`config.mk`:
```
export PLATFORM = sky130hd
export DESIGN_NAME = prbs_mr_gen
export DESIGN_NICKNAME = d
export VERILOG_FILES = /design/src/rtl/prbs_mr_pkg.sv /design/src/rtl/prbs_mr_ctrl.sv /design/src/rtl/prbs_mr_lfsr.sv /design/src/rtl/prbs_mr_shaper.sv /design/src/rtl/prbs_mr_gen.sv
export SDC_FILE = /design/constraint.sdc
export NUM_CORES = 1
export LEC_CHECK = 0
export CAP_MARGIN = 20
export CORE_MARGIN = 3
export CORE_UTILIZATION = 50
export DETAILED_ROUTE_END_ITERATION = 8
export PLACE_DENSITY = 0.65
export SETUP_SLACK_MARGIN = 0.4
export SLEW_MARGIN = 30
export SYNTH_ARGS = -nofsm -noshare
export SYNTH_HDL_FRONTEND = slang
export SYNTH_SLANG_ARGS = --single-unit
```
`constraint.sdc`:
```
create_clock -name clk -period 3.4 [get_ports clk]
set_clock_uncertainty 0.05 [all_clocks]
set_input_delay 0.51 -clock clk [delete_from_list [all_inputs] [get_ports clk]]
set_output_delay 0.51 -clock clk [all_outputs]
set_load 0.02 [all_outputs]
```
`src/rtl/prbs_mr_pkg.sv`:
```
package prbs_mr_pkg;

    localparam int MAX_LEN = 31;
    localparam int HIST_W  = 7;

    typedef enum logic [2:0] {
        MR_HALF         = 3'd0,
        MR_QUARTER      = 3'd1,
        MR_EIGHTH       = 3'd2,
        MR_THREE_QTR    = 3'd3,
        MR_SEVEN_EIGHTH = 3'd4
    } mark_ratio_t;

    typedef enum logic {
        ST_SEED = 1'b0,
        ST_RUN  = 1'b1
    } ctrl_state_t;

    function automatic int seq_len(input logic [2:0] sel);
        case (sel)
            3'd1:    return 9;
            3'd2:    return 11;
            3'd3:    return 15;
            3'd4:    return 20;
            3'd5:    return 23;
            3'd6:    return 31;
            default: return 7;
        endcase
    endfunction

    function automatic int seq_tap(input logic [2:0] sel);
        case (sel)
            3'd1:    return 5;
            3'd2:    return 9;
            3'd3:    return 14;
            3'd4:    return 3;
            3'd5:    return 18;
            3'd6:    return 28;
            default: return 6;
        endcase
    endfunction

    function automatic logic [MAX_LEN-1:0] len_mask(input logic [2:0] sel);
        logic [MAX_LEN-1:0] m;
        m = '0;
        for (int i = 0; i < MAX_LEN; i++) begin
            if (i < seq_len(sel)) m[i] = 1'b1;
        end
        return m;
    endfunction

endpackage

```
`src/rtl/prbs_mr_ctrl.sv`:
```
module prbs_mr_ctrl
    import prbs_mr_pkg::*;
(
    input  logic       clk,
    input  logic       rst_n,
    input  logic       en_i,
    input  logic [2:0] sel_i,
    output logic [2:0] sel_q_o,
    output logic       load_o,
    output logic       shift_o,
    output logic       emit_ok_o
);

    ctrl_state_t st_q, st_d;
    logic [2:0]  sel_q;
    logic        adv_q;
    logic        sel_chg;

    assign sel_chg = (sel_i != sel_q);

    always_ff @(posedge clk or negedge rst_n) begin
        if (!rst_n) begin
            st_q  <= ST_SEED;
            sel_q <= 3'd0;
            adv_q <= 1'b0;
        end else begin
            st_q  <= st_d;
            sel_q <= sel_i;
            adv_q <= en_i & ~sel_chg;
        end
    end

    always_comb begin
        st_d = st_q;
        unique case (st_q)
            ST_SEED: begin
                if (sel_chg)   st_d = ST_SEED;
                else if (en_i) st_d = ST_RUN;
            end
            ST_RUN: begin
                if (sel_chg)   st_d = ST_SEED;
            end
        endcase
    end

    always_comb begin
        sel_q_o   = sel_q;
        load_o    = sel_chg;
        shift_o   = en_i & ~sel_chg;
        emit_ok_o = (st_q == ST_RUN) & adv_q;
    end

endmodule

```
`src/rtl/prbs_mr_lfsr.sv`:
```
module prbs_mr_lfsr
    import prbs_mr_pkg::*;
(
    input  logic               clk,
    input  logic               rst_n,
    input  logic               load_i,
    input  logic               shift_i,
    input  logic [2:0]         sel_i,
    output logic [MAX_LEN-1:0] state_o
);

    logic [MAX_LEN-1:0] state_q;
    logic               fb;

    always_comb begin
        fb = state_q[seq_tap(sel_i) - 1] ^ state_q[seq_len(sel_i) - 1];
    end

    always_ff @(posedge clk or negedge rst_n) begin
        if (!rst_n)       state_q <= '1;
        else if (load_i)  state_q <= '1;
        else if (shift_i) state_q <= {state_q[MAX_LEN-2:0], fb};
    end

    assign state_o = state_q;

endmodule

```
`src/rtl/prbs_mr_shaper.sv`:
```
module prbs_mr_shaper
    import prbs_mr_pkg::*;
(
    input  logic [HIST_W-1:0] hist_i,
    input  logic [2:0]        ratio_i,
    input  logic              spacing_i,
    output logic              bit_o
);

    logic [1:0] quarter;
    logic [1:0] eighth;

    for (genvar s = 0; s < 2; s++) begin : g_spacing
        localparam int SP = (s == 0) ? 1 : 3;
        assign quarter[s] = hist_i[0] & hist_i[SP];
        assign eighth[s]  = hist_i[0] & hist_i[SP] & hist_i[2*SP];
    end

    always_comb begin
        unique case (ratio_i)
            MR_QUARTER:      bit_o =  quarter[spacing_i];
            MR_EIGHTH:       bit_o =  eighth[spacing_i];
            MR_THREE_QTR:    bit_o = ~quarter[spacing_i];
            MR_SEVEN_EIGHTH: bit_o = ~eighth[spacing_i];
            default:         bit_o =  hist_i[0];
        endcase
    end

endmodule

```
`src/rtl/prbs_mr_gen.sv`:
```
module prbs_mr_gen
    import prbs_mr_pkg::*;
(
    input  logic       clk,
    input  logic       rst_n,
    input  logic       en_i,
    input  logic [2:0] poly_sel_i,
    input  logic [2:0] ratio_sel_i,
    input  logic       spacing_i,
    output logic       bit_o,
    output logic       period_start_o
);

    logic [2:0]         sel_q;
    logic               load;
    logic               shift;
    logic               emit_ok;
    logic [MAX_LEN-1:0] state;
    logic [MAX_LEN-1:0] mask;
    logic               at_first;

    prbs_mr_ctrl u_ctrl (
        .clk       (clk),
        .rst_n     (rst_n),
        .en_i      (en_i),
        .sel_i     (poly_sel_i),
        .sel_q_o   (sel_q),
        .load_o    (load),
        .shift_o   (shift),
        .emit_ok_o (emit_ok)
    );

    prbs_mr_lfsr u_lfsr (
        .clk     (clk),
        .rst_n   (rst_n),
        .load_i  (load),
        .shift_i (shift),
        .sel_i   (sel_q),
        .state_o (state)
    );

    prbs_mr_shaper u_shape (
        .hist_i    (state[HIST_W-1:0]),
        .ratio_i   (ratio_sel_i),
        .spacing_i (spacing_i),
        .bit_o     (bit_o)
    );

    assign mask           = len_mask(sel_q);
    assign at_first       = ((state & mask) == (mask & ~{{(MAX_LEN-1){1'b0}}, 1'b1}));
    assign period_start_o = emit_ok & at_first;


    lock_free_chk: assert property (@(posedge clk) disable iff (!rst_n)
        (state & mask) != '0);


    reload_ones_chk: assert property (@(posedge clk) disable iff (!rst_n)
        (poly_sel_i != sel_q) |=> ((state & len_mask(sel_q)) == len_mask(sel_q)) && !period_start_o);


    idle_hold_chk: assert property (@(posedge clk) disable iff (!rst_n)
        (!en_i && poly_sel_i == sel_q) |=> ($stable(state) && !period_start_o));


    first_bit_zero_chk: assert property (@(posedge clk) disable iff (!rst_n)
        period_start_o |-> !state[0]);


    thin_subset_chk: assert property (@(posedge clk) disable iff (!rst_n)
        ((ratio_sel_i == MR_QUARTER || ratio_sel_i == MR_EIGHTH) && bit_o) |-> state[0]);


    dense_superset_chk: assert property (@(posedge clk) disable iff (!rst_n)
        ((ratio_sel_i == MR_THREE_QTR || ratio_sel_i == MR_SEVEN_EIGHTH) && !bit_o) |-> state[0]);

endmodule

```
# Yosys cells after proc, flatten, opt, wreduce, memory -nomap -nowiden
# Cells that the tools add are included.
# op_classes
order_cmp	34
n_addsub	2
n_bitwise	13
n_eq_ne	12
n_reduce_logical	1
muxes	50
# ops
operator	n
less-than comparator 6 x 32 -> 1 bit, first input constant	15
less-than comparator 5 x 32 -> 1 bit, first input constant	8
less-than comparator 4 x 32 -> 1 bit, first input constant	4
less-than comparator 3 x 32 -> 1 bit, first input constant	2
less-than comparator 32 x 7 -> 1 bit, second input constant	2
2-to-1 mux 31 bit	2
case mux 5 bit (6 select lines)	2
2-to-1 mux 1 bit	42
less-than comparator 1 x 32 -> 1 bit, first input constant	1
less-than comparator 2 x 32 -> 1 bit, first input constant	1
bitwise AND 31 bit	1
== test 31 bit	1
== test 3 x 2 -> 1 bit, second input constant	4
== test 3 bit, second input constant	4
subtractor 5 x 1 -> 6 bit, second input constant	2
binary-select mux 1 bit (select 5 bit)	2
bitwise AND 1 bit	7
== test 3 x 1 -> 1 bit, second input constant	2
inverter 1 bit	4
case mux 1 bit (4 select lines)	1
!= test 3 bit	1
less-than comparator 1 x 2 -> 1 bit, second input constant	1
case mux 1 bit (2 select lines)	1
nonzero test 2 bit	1
XOR 1 bit	1
# totals
ff_bits	36

# Depth between registers and ports, before layout
# Gate-level depths: netlist of run 1.
# logic_depth
ltp_word	9
depth_mapped	14
ltp_nobuf	11

# Modules after synthesis
# Synthesis of run 1 repeated with hierarchy kept, for this count alone.
# hier_totals
cells_unflattened	234
area_unflattened_um2	2304.7
# modules_own_cells
mod	cells_per_inst	area_per_inst_um2	seq_area_each_um2	n_inst
prbs_mr_lfsr	180	1824.2	814.5	1
prbs_mr_ctrl	13	182.7	125.1	1
prbs_mr_gen	25	153.9	0.0	1
prbs_mr_shaper	16	143.9	0.0	1

# Worst setup path before layout of run 1
# OpenSTA, ideal clock, no wires.
# synth_path
path_type	register -> output
from	register u_ctrl.sel_q[2], in the netlist u_ctrl.sel_q_o[2]
to	output period_start_o
stages_incl_launch_ff	12
t_required_ns	2.840
slack_ns	0.706
arrival_time_ns	2.134
path_cell_list	dfrtp_1 > buf_4 > nand2b_1 > a21o_1 > inv_1 > ha_1 > buf_4 > buf_2 > o22ai_1 > a21oi_1 > o211ai_1 > a31oi_1
# synth_via
elab_chain_cells	7
elab_cells_between_ends	72
cone_classes	order compare (31); eq/ne (7); mux (32); bitwise (2)
# synth_lines
item	line	text
start: declaration	prbs_mr_ctrl.sv:15	logic [2:0] sel_q;
start signal: assignment	prbs_mr_ctrl.sv:28	sel_q <= sel_i;
== test 3 bit, or another cell as far along	prbs_mr_pkg.sv:20	case (sel)
case mux 5 bit (6 select lines) *	prbs_mr_pkg.sv:20	
less-than comparator 1 x 32 -> 1 bit, or another cell as far along	prbs_mr_pkg.sv:47	if (i < seq_len(sel)) m[i] = 1'b1;
2-to-1 mux 1 bit	prbs_mr_pkg.sv:47	
bitwise AND 31 bit	prbs_mr_gen.sv:50	assign at_first = ((state & mask) == (mask & ~{{(MAX_LEN-1){1'b0}}, 1'b1}));
== test 31 bit *	prbs_mr_gen.sv:50	
bitwise AND 1 bit *	prbs_mr_gen.sv:51	assign period_start_o = emit_ok & at_first;
end: declaration	prbs_mr_gen.sv:11	output logic period_start_o
# Every way passes the cells marked *; elsewhere a longest branch is shown, timed or not.

# Final worst setup path of run 1
# layout_path
from	register u_ctrl.sel_q[0], in the netlist u_ctrl.sel_q_o[0]
to	output period_start_o
# Same word-level chain as after synthesis.

==> summary.txt, run 1 <==
Timing
  • # setup viols final: 0
  • Max Clk Rate: roughly 350 MHz
  • Number of max-slew violations in the final report: 0
  • RSZ-0062 raised after global routing: yes
  • Post-route setup TNS: 0 ps
  • Hold WS: 437.1 ps
  • Final critical-path required period: 2859 ps
  • Worst slew margin: 62.03%
  • Slew of the pin with the lowest slew margin: 567.6 ps
  • Fin. Hold Viols: 0
  • Period Utilization, post-route: 84.09%

Synthesis
  • Sequential area share after synthesis: 39.40%
  • Top cell type by total area after synthesis: dfstp_2
  • Syn. warnings: 0
  • Top cell type's share of synthesized area: 34.16%
  • Post-synth EDFFs: 0
  • Post-Syn Nets: 262
  • Most common cell in the netlist: nand2_1
  • Synthesized instance count: 249
  • Cell area after synthesis: around 2400 um^2
  • Synth cell types: 51
  • Avg Inst Size Synth: 9.577 um^2
  • Top post-synthesis cells by count: nand2_1 (43), mux2i_1 (34), dfstp_2 (31)
  • Seq cells post-synth: 36
  • Async set-reset flop share out of synthesis: 100.0%
  • Top cells by area, synth: dfstp_2 (34%), mux2i_1 (14%), nand2_1 (6.8%)
  • Synth Flop Type: dfstp_2

Power
  • Maximum vdd drop: ~0.21 mV
  • Pleak: between 1 and 1.5 nW
  • P per Cell Area: 340.0 nW/um^2

Floorplan
  • Io pins: 12
  • Die area: between 5000 and 6000 um^2
  • Die Ht: approximately 75 um
  • Row count: 24
  • Core Area: 4474 um^2
  • Initial Util: 53.30%
  • Die width: 75.06 um

CTS
  • Number of CTS-inserted buffers: 5
  • Clock latency on the worst-skew pair: ~290 ps
  • Max Buffers Root-to-Sink: 2
  • CTS sink cnt: 36
  • CTS Root Cell: clkbuf_8
  • CTS tree: built
  • H-tree depth: 2
  • CTS clk-pin slew, worst paths: 70 ps

Layout
  • Fillers: 400
  • Multi-input gate area: 1320 um^2
  • Ratio of cells with drive above 1 in the final layout: 28.52%
  • Seq. cell area: 942.2 um^2
  • NumNets Final: 275
  • Antenna diode count: 0
  • Area delta synth->final: 11.23%
  • Layout Cells excl Fill: about 320

Routing
  • Pre-antenna DRT Iters: 4
  • Vias per inst: ~6
  • DR iter-0 viols: between 200 and 250
  • Total routed wirelength: approximately 5300 um
  • Vias: approximately 1,900
  • Wire per inst: 16.98 um
  • Antenna Nets Post-Route: 0
  • Remaining DRCs: 0

Critical path
  • Slowest stage delay, CP: ~450 ps
  • CP Launch Type: flip-flop
  • Crit-path cells: nand2b_4 > a21o_1 > inv_1 > ha_2 > nor2_1 > mux2i_1 > o21ai_0 > a21oi_1 > o2111ai_1 > a31oi_1 > buf_4
  • CP max FO: 6
  • Critical path's slowest cell: dfrtp_2
  • WP data required: 2840 ps
  • WP data arrival: ~2300 ps
  • Critical Path End Type: output port
  • Worst path bufs/invs: 2
  • Crit path kind: flip-flop to output port
  • Worst path top cell family by delay: compound AO/OA/AOI/OAI gates

Placement
  • Placed cell count: 304
  • # port buffers: 11
  • DP HPWL: 3792 um
  • Final GP Congestion: 0.9088

Global routing
  • Total Routing Usage GR: 20.43%
  • Initial antenna violation count: 0
  • Largest net degree at the start of global routing: 37
  • Vias in the first global route: 1,679
  • Total grt overflow: 0
  • First-pass GRT wire length: 8666 um

Worst hold path
  • HP Class: flip-flop to flip-flop

Run
  • Max Cap Viol: 0

Outcome
  • Outcome: finished clean
[registers in the layout, summed over array words and instances, names as in the netlist]
register        cells
u_ctrl.adv_q        1
u_ctrl.sel_q_o      3
u_ctrl.st_q         1
u_lfsr.state_o     31
[worst paths after layout]
check / start / to / slack (ps) / cells past startpoint
setup / recovery: u_ctrl.sel_q_o[0] / period_start_o / 540 / 11
max in group asynchronous: rst_n / u_lfsr.state_o[0] / 2370 / 2
setup reg to reg: u_ctrl.sel_q_o[0] / u_lfsr.state_o[0] / 570 / 9
hold / removal: u_ctrl.st_q / u_ctrl.st_q / 440 / 1
hold reg to reg: u_ctrl.st_q / u_ctrl.st_q / 440 / 1
min in group asynchronous: rst_n / u_ctrl.sel_q_o[2] / 590 / 2
[per-stage QoR]
step	setup slack, ps	total power (W)	utilization, %	instance area, um^2
finish	541.1	0.0009018	59.28	2653
global route	379.5	0.0009436	59.28	2653
CTS	463.2	0.0009090	58.36	2611
detailed placement	253.6	0.0005877	56.32	2520
global placement	347.1	0.0005879	56.32	2520
floorplan	705.5	0.0005472	-	2385
[layout by cell type, fill, tap and decap left out, types with 2 or more instances in the layout]
cell type,count
clkinv_2,2
o2111ai_1,3
nand2_1,42
o211ai_1,5
nor4_1,2
nand2b_4,2
o21a_1,2
dfstp_2,31
dfrtp_2,2
and3_1,2
mux4_2,3
dfrtp_1,3
a22o_1,2
o22ai_1,4
inv_2,2
clkbuf_8,6
buf_4,13
nor2_1,13
ha_1,2
clkdlybuf4s50_1,8
mux2i_1,34
nand3_1,7
o21ai_0,10
inv_1,8
a21oi_1,14
o21ai_1,2
a31oi_1,4
mux2_2,2
nand4_1,2
xor2_1,4
[logic make-up (layout without fill, tap and decap cells)]
family                   after synthesis  after routing  share of synthesized area, %
multiplexers                          39             39                         18.05
flip-flops                            36             36                         39.40
XOR/XNOR                               5              5                         2.151
buffers and inverters                 27             41                         6.138
AND/OR/NAND/NOR                       81             81                         16.00
AO/OA/AOI/OAI                         58             58                         16.68
adder cells (fa/ha/maj)                3              3                         1.574
[repair_timing]
item                                    in CTS  in global routing
resized for setup                            7                  6
setup buffers                                0                  3
pin swaps                                    0                  1
endpoints found under the setup margin       1                  3
hold buffers                                 0                  0
gates cloned                                 0                  0
[layer usage]
metal	wire length (um)	global-route usage, %	vias up	part of all wire, %
met1	2552	30.38	913	48
met3	229	3.738	5	4.3
li1	-	-	929	-
met4	63	6.522	0	1.2
met2	2503	29.98	51	47
met5	0	0	-	0
[power by group]
group,leakage [nW],internal [W],switching [W]
sequential,0.387,0.000436,0.00000715
clock,0.0510,0.000162,0.000153
combinational,0.677,0.0000595,0.0000844
[cell type report]
cell class	instances	area share [%]
Clock inverter	2	0.3774
Timing Repair Buffer	23	7.358
Multi-Input combinational cell	186	49.76
Sequential cell	36	35.52
Tap cell	52	2.453
Clock buffer	6	3.113
Inverter	10	1.415
Power figures use the tool's default switching activity.
==> run 2: changes to the inputs <==
PLACE_DENSITY = 0.68   (was 0.65)
clock period = 2.4 ns   (was 3.4 ns; I/O delays follow)
==> summary.txt, run 2 (synthesis results as in run 1) <==
Timing
  • Final worst slack: -200.5 ps
  • Hold WS: 422.4 ps
  • Fin. Hold Viols: 0
  • Period Utilization, post-route: 108.4%
  • Max Clk Rate: 384.5 MHz
  • Worst slew margin: a little under three quarters
  • Final critical-path required period: 2600 ps
  • # setup viols final: 2
  • Number of max-slew violations in the final report: 0
  • Slew of the pin with the lowest slew margin: 429.6 ps
  • RSZ-0062 raised after global routing: yes

Power
  • Maximum vdd drop: around 0.30 mV
  • Seq pwr share: 46.2%
  • Power Total: ~0.0013 W
  • P per Cell Area: 450.0 nW/um^2
  • Logic gate share of total power: 18.9%
  • Pleak: 1.291 nW
  • Net Switching: 0.0003529 W
  • P_int: ~0.001 W
  • Clk pwr share: 35.0%
  • Sw frac: 26.15%

Floorplan
  • Row count: 24
  • Io pins: 12
  • Initial Util: 53.30%
  • Die area: 5634 um^2
  • Core Area: about 4500 um^2
  • Die width: 75.06 um
  • Die Ht: ~75 um

Routing
  • Vias: around 2,100
  • Antenna Nets Post-Route: 0
  • Pre-antenna DRT Iters: 4
  • Total routed wirelength: 5853 um
  • Vias per inst: 5.858
  • DR iter-0 viols: 162
  • Remaining DRCs: 0
  • Wire per inst: 16.63 um

Layout
  • Max FFs per register: 31
  • Area delta synth->final: 25.76%
  • Seq. cell area: 940.9 um^2
  • Commonest non-fill, non-tap cell in the layout: buf_4
  • Multi-input gate area: roughly 1400 um^2
  • Antenna diode count: 0
  • NumNets Final: approximately 310
  • Fillers: 352
  • Ratio of cells with drive above 1 in the final layout: 39.33%
  • Highest-count cells in the layout ignoring fill and taps: buf_4 (45), nand2_1 (41), mux2i_1 (34), dfstp_2 (31), a21oi_1 (14)

Critical path
  • CP Launch Type: flip-flop
  • Critical path's slowest cell: dfrtp_2
  • Crit-path cells: buf_6 > nand2b_4 > a21o_4 > inv_4 > ha_4 > nor2_4 > mux2i_1 > o21ai_1 > a21oi_1 > o2111ai_1 > a31oi_2 > buf_4
  • Critical Path End Type: output port
  • WP data arrival: between 2000 and 2500 ps
  • Worst path bufs/invs: 3
  • CP max FO: 4
  • Crit path kind: flip-flop to output port
  • Slowest stage delay, CP: 410 ps
  • WP data required: 1990 ps
  • Worst path top cell family by delay: compound AO/OA/AOI/OAI gates

CTS
  • Max Buffers Root-to-Sink: 2
  • CTS tree: built
  • CTS sink cnt: 36
  • CTS clk-pin slew, worst paths: around 70 ps
  • Number of CTS-inserted buffers: 5
  • CTS Root Cell: clkbuf_8
  • H-tree depth: 2
  • Clock latency on the worst-skew pair: 290 ps

Global routing
  • Vias in the first global route: just over 2,000
  • Largest net degree at the start of global routing: 37
  • Initial antenna violation count: 0
  • Met2 GRT Util: 36.07%
  • Total grt overflow: 0
  • GRT met3 Usage: 4.539%
  • Total Routing Usage GR: 22.98%
  • First-pass GRT wire length: 9880 um
  • Met1 GRT Util: 32.25%
  • Global route hottest layer: met2

Placement
  • # port buffers: 11
  • Final GP Congestion: 0.8779
  • DP HPWL: 4181 um

Outcome
  • Outcome: complete, but fails checks
  • Failing checks: negative setup slack

Run
  • Max Cap Viol: 0

Worst hold path
  • HP Class: primary input to asynchronous set/reset pin
[run 2: changes by cell type in the layout (fill, tap and decap cells not counted), sizes merged]
cell / previous run / this run
clkdlybuf4s50: 8 / 7
clkbuf: 6 / 8
dlygate4sd2: 0 / 1
clkinv: 2 / 0
buf: 14 / 52
dlymetal6s2s: 1 / 0
[run 2: final cells by class]
type	instances	area share, %
Clock buffer	8	3.338
Sequential cell	36	31.37
Tap cell	52	2.169
Timing Repair Buffer	60	16.10
Multi-Input combinational cell	186	45.68
Inverter	10	1.335
[run 2: what timing repair did]
item / CTS / global route
buffers inserted: 3 / 2
endpoints found under the setup margin: 3 / 3
hold buffers: 0 / 0
gates resized for setup: 25 / 8
pin swaps: 3 / 4
[run 2: worst paths after layout]
| path | start | end | slack [ps] | depth (start not counted) |
|---|---|---|---|---|
| min in group clk | en_i | u_lfsr.state_o[21] | 440 | 3 |
| min | rst_n | u_ctrl.st_q | 420 | 2 |
| min reg2reg | u_ctrl.st_q | u_ctrl.st_q | 450 | 1 |
| max | u_ctrl.sel_q_o[0] | period_start_o | -200 | 12 |
| max in group asynchronous | rst_n | u_lfsr.state_o[7] | 1520 | 2 |
| max reg2reg | u_ctrl.sel_q_o[0] | u_lfsr.state_o[0] | -140 | 10 |
[run 2: layer usage]
| layer | vias to the layer above | wire (um) |
|---|---|---|
| met3 | 10 | 298 |
| met4 | 0 | 79 |
| met2 | 49 | 2740 |
| met5 | - | 0 |
| li1 | 996 | - |
| met1 | 1007 | 2734 |
[run 2: power by group through the flow]
stage / clock network (W) / logic, W / registers [W]
6_report: 0.000472 / 0.000255 / 0.000623
5_1_grt: 0.000515 / 0.000278 / 0.000624
4_1_cts: 0.000485 / 0.000243 / 0.000622
3_5_place_dp: 0 / 0.000234 / 0.000633
3_3_place_gp: 0 / 0.000232 / 0.000632
2_1_floorplan: 0 / 0.000149 / 0.000631
[run 2: through the flow]
stage	area (um^2)	TNS [ps]	utilization [%]	cells	worst slack, ps
6_report	2999	-341.6	67.03	352	-200.5
5_1_grt	2999	-593.0	67.03	352	-323.9
4_1_cts	2949	-421.9	65.91	350	-215.6
3_5_place_dp	2796	-947.1	62.50	339	-430.1
3_3_place_gp	2796	-814.4	62.50	339	-368.7
2_1_floorplan	2406	-130.3	-	249	-87.65
[run 2: worst register-to-register path: stages, from the launching register on]
cell      delay (ps)
dfrtp_2          410
buf_6            120
nand2b_4          50
a21o_4           240
ha_4             330
mux4_2           530
mux2i_1          220
nand3_1          100
o211ai_1         130
xor2_1           210
o211ai_2          90
==> run 3: changes to the inputs <==
CTS_CLUSTER_SIZE = 25   (was default)
==> results of run 3 <==
Final layout, timing and power as in run 2 (identical DEF).
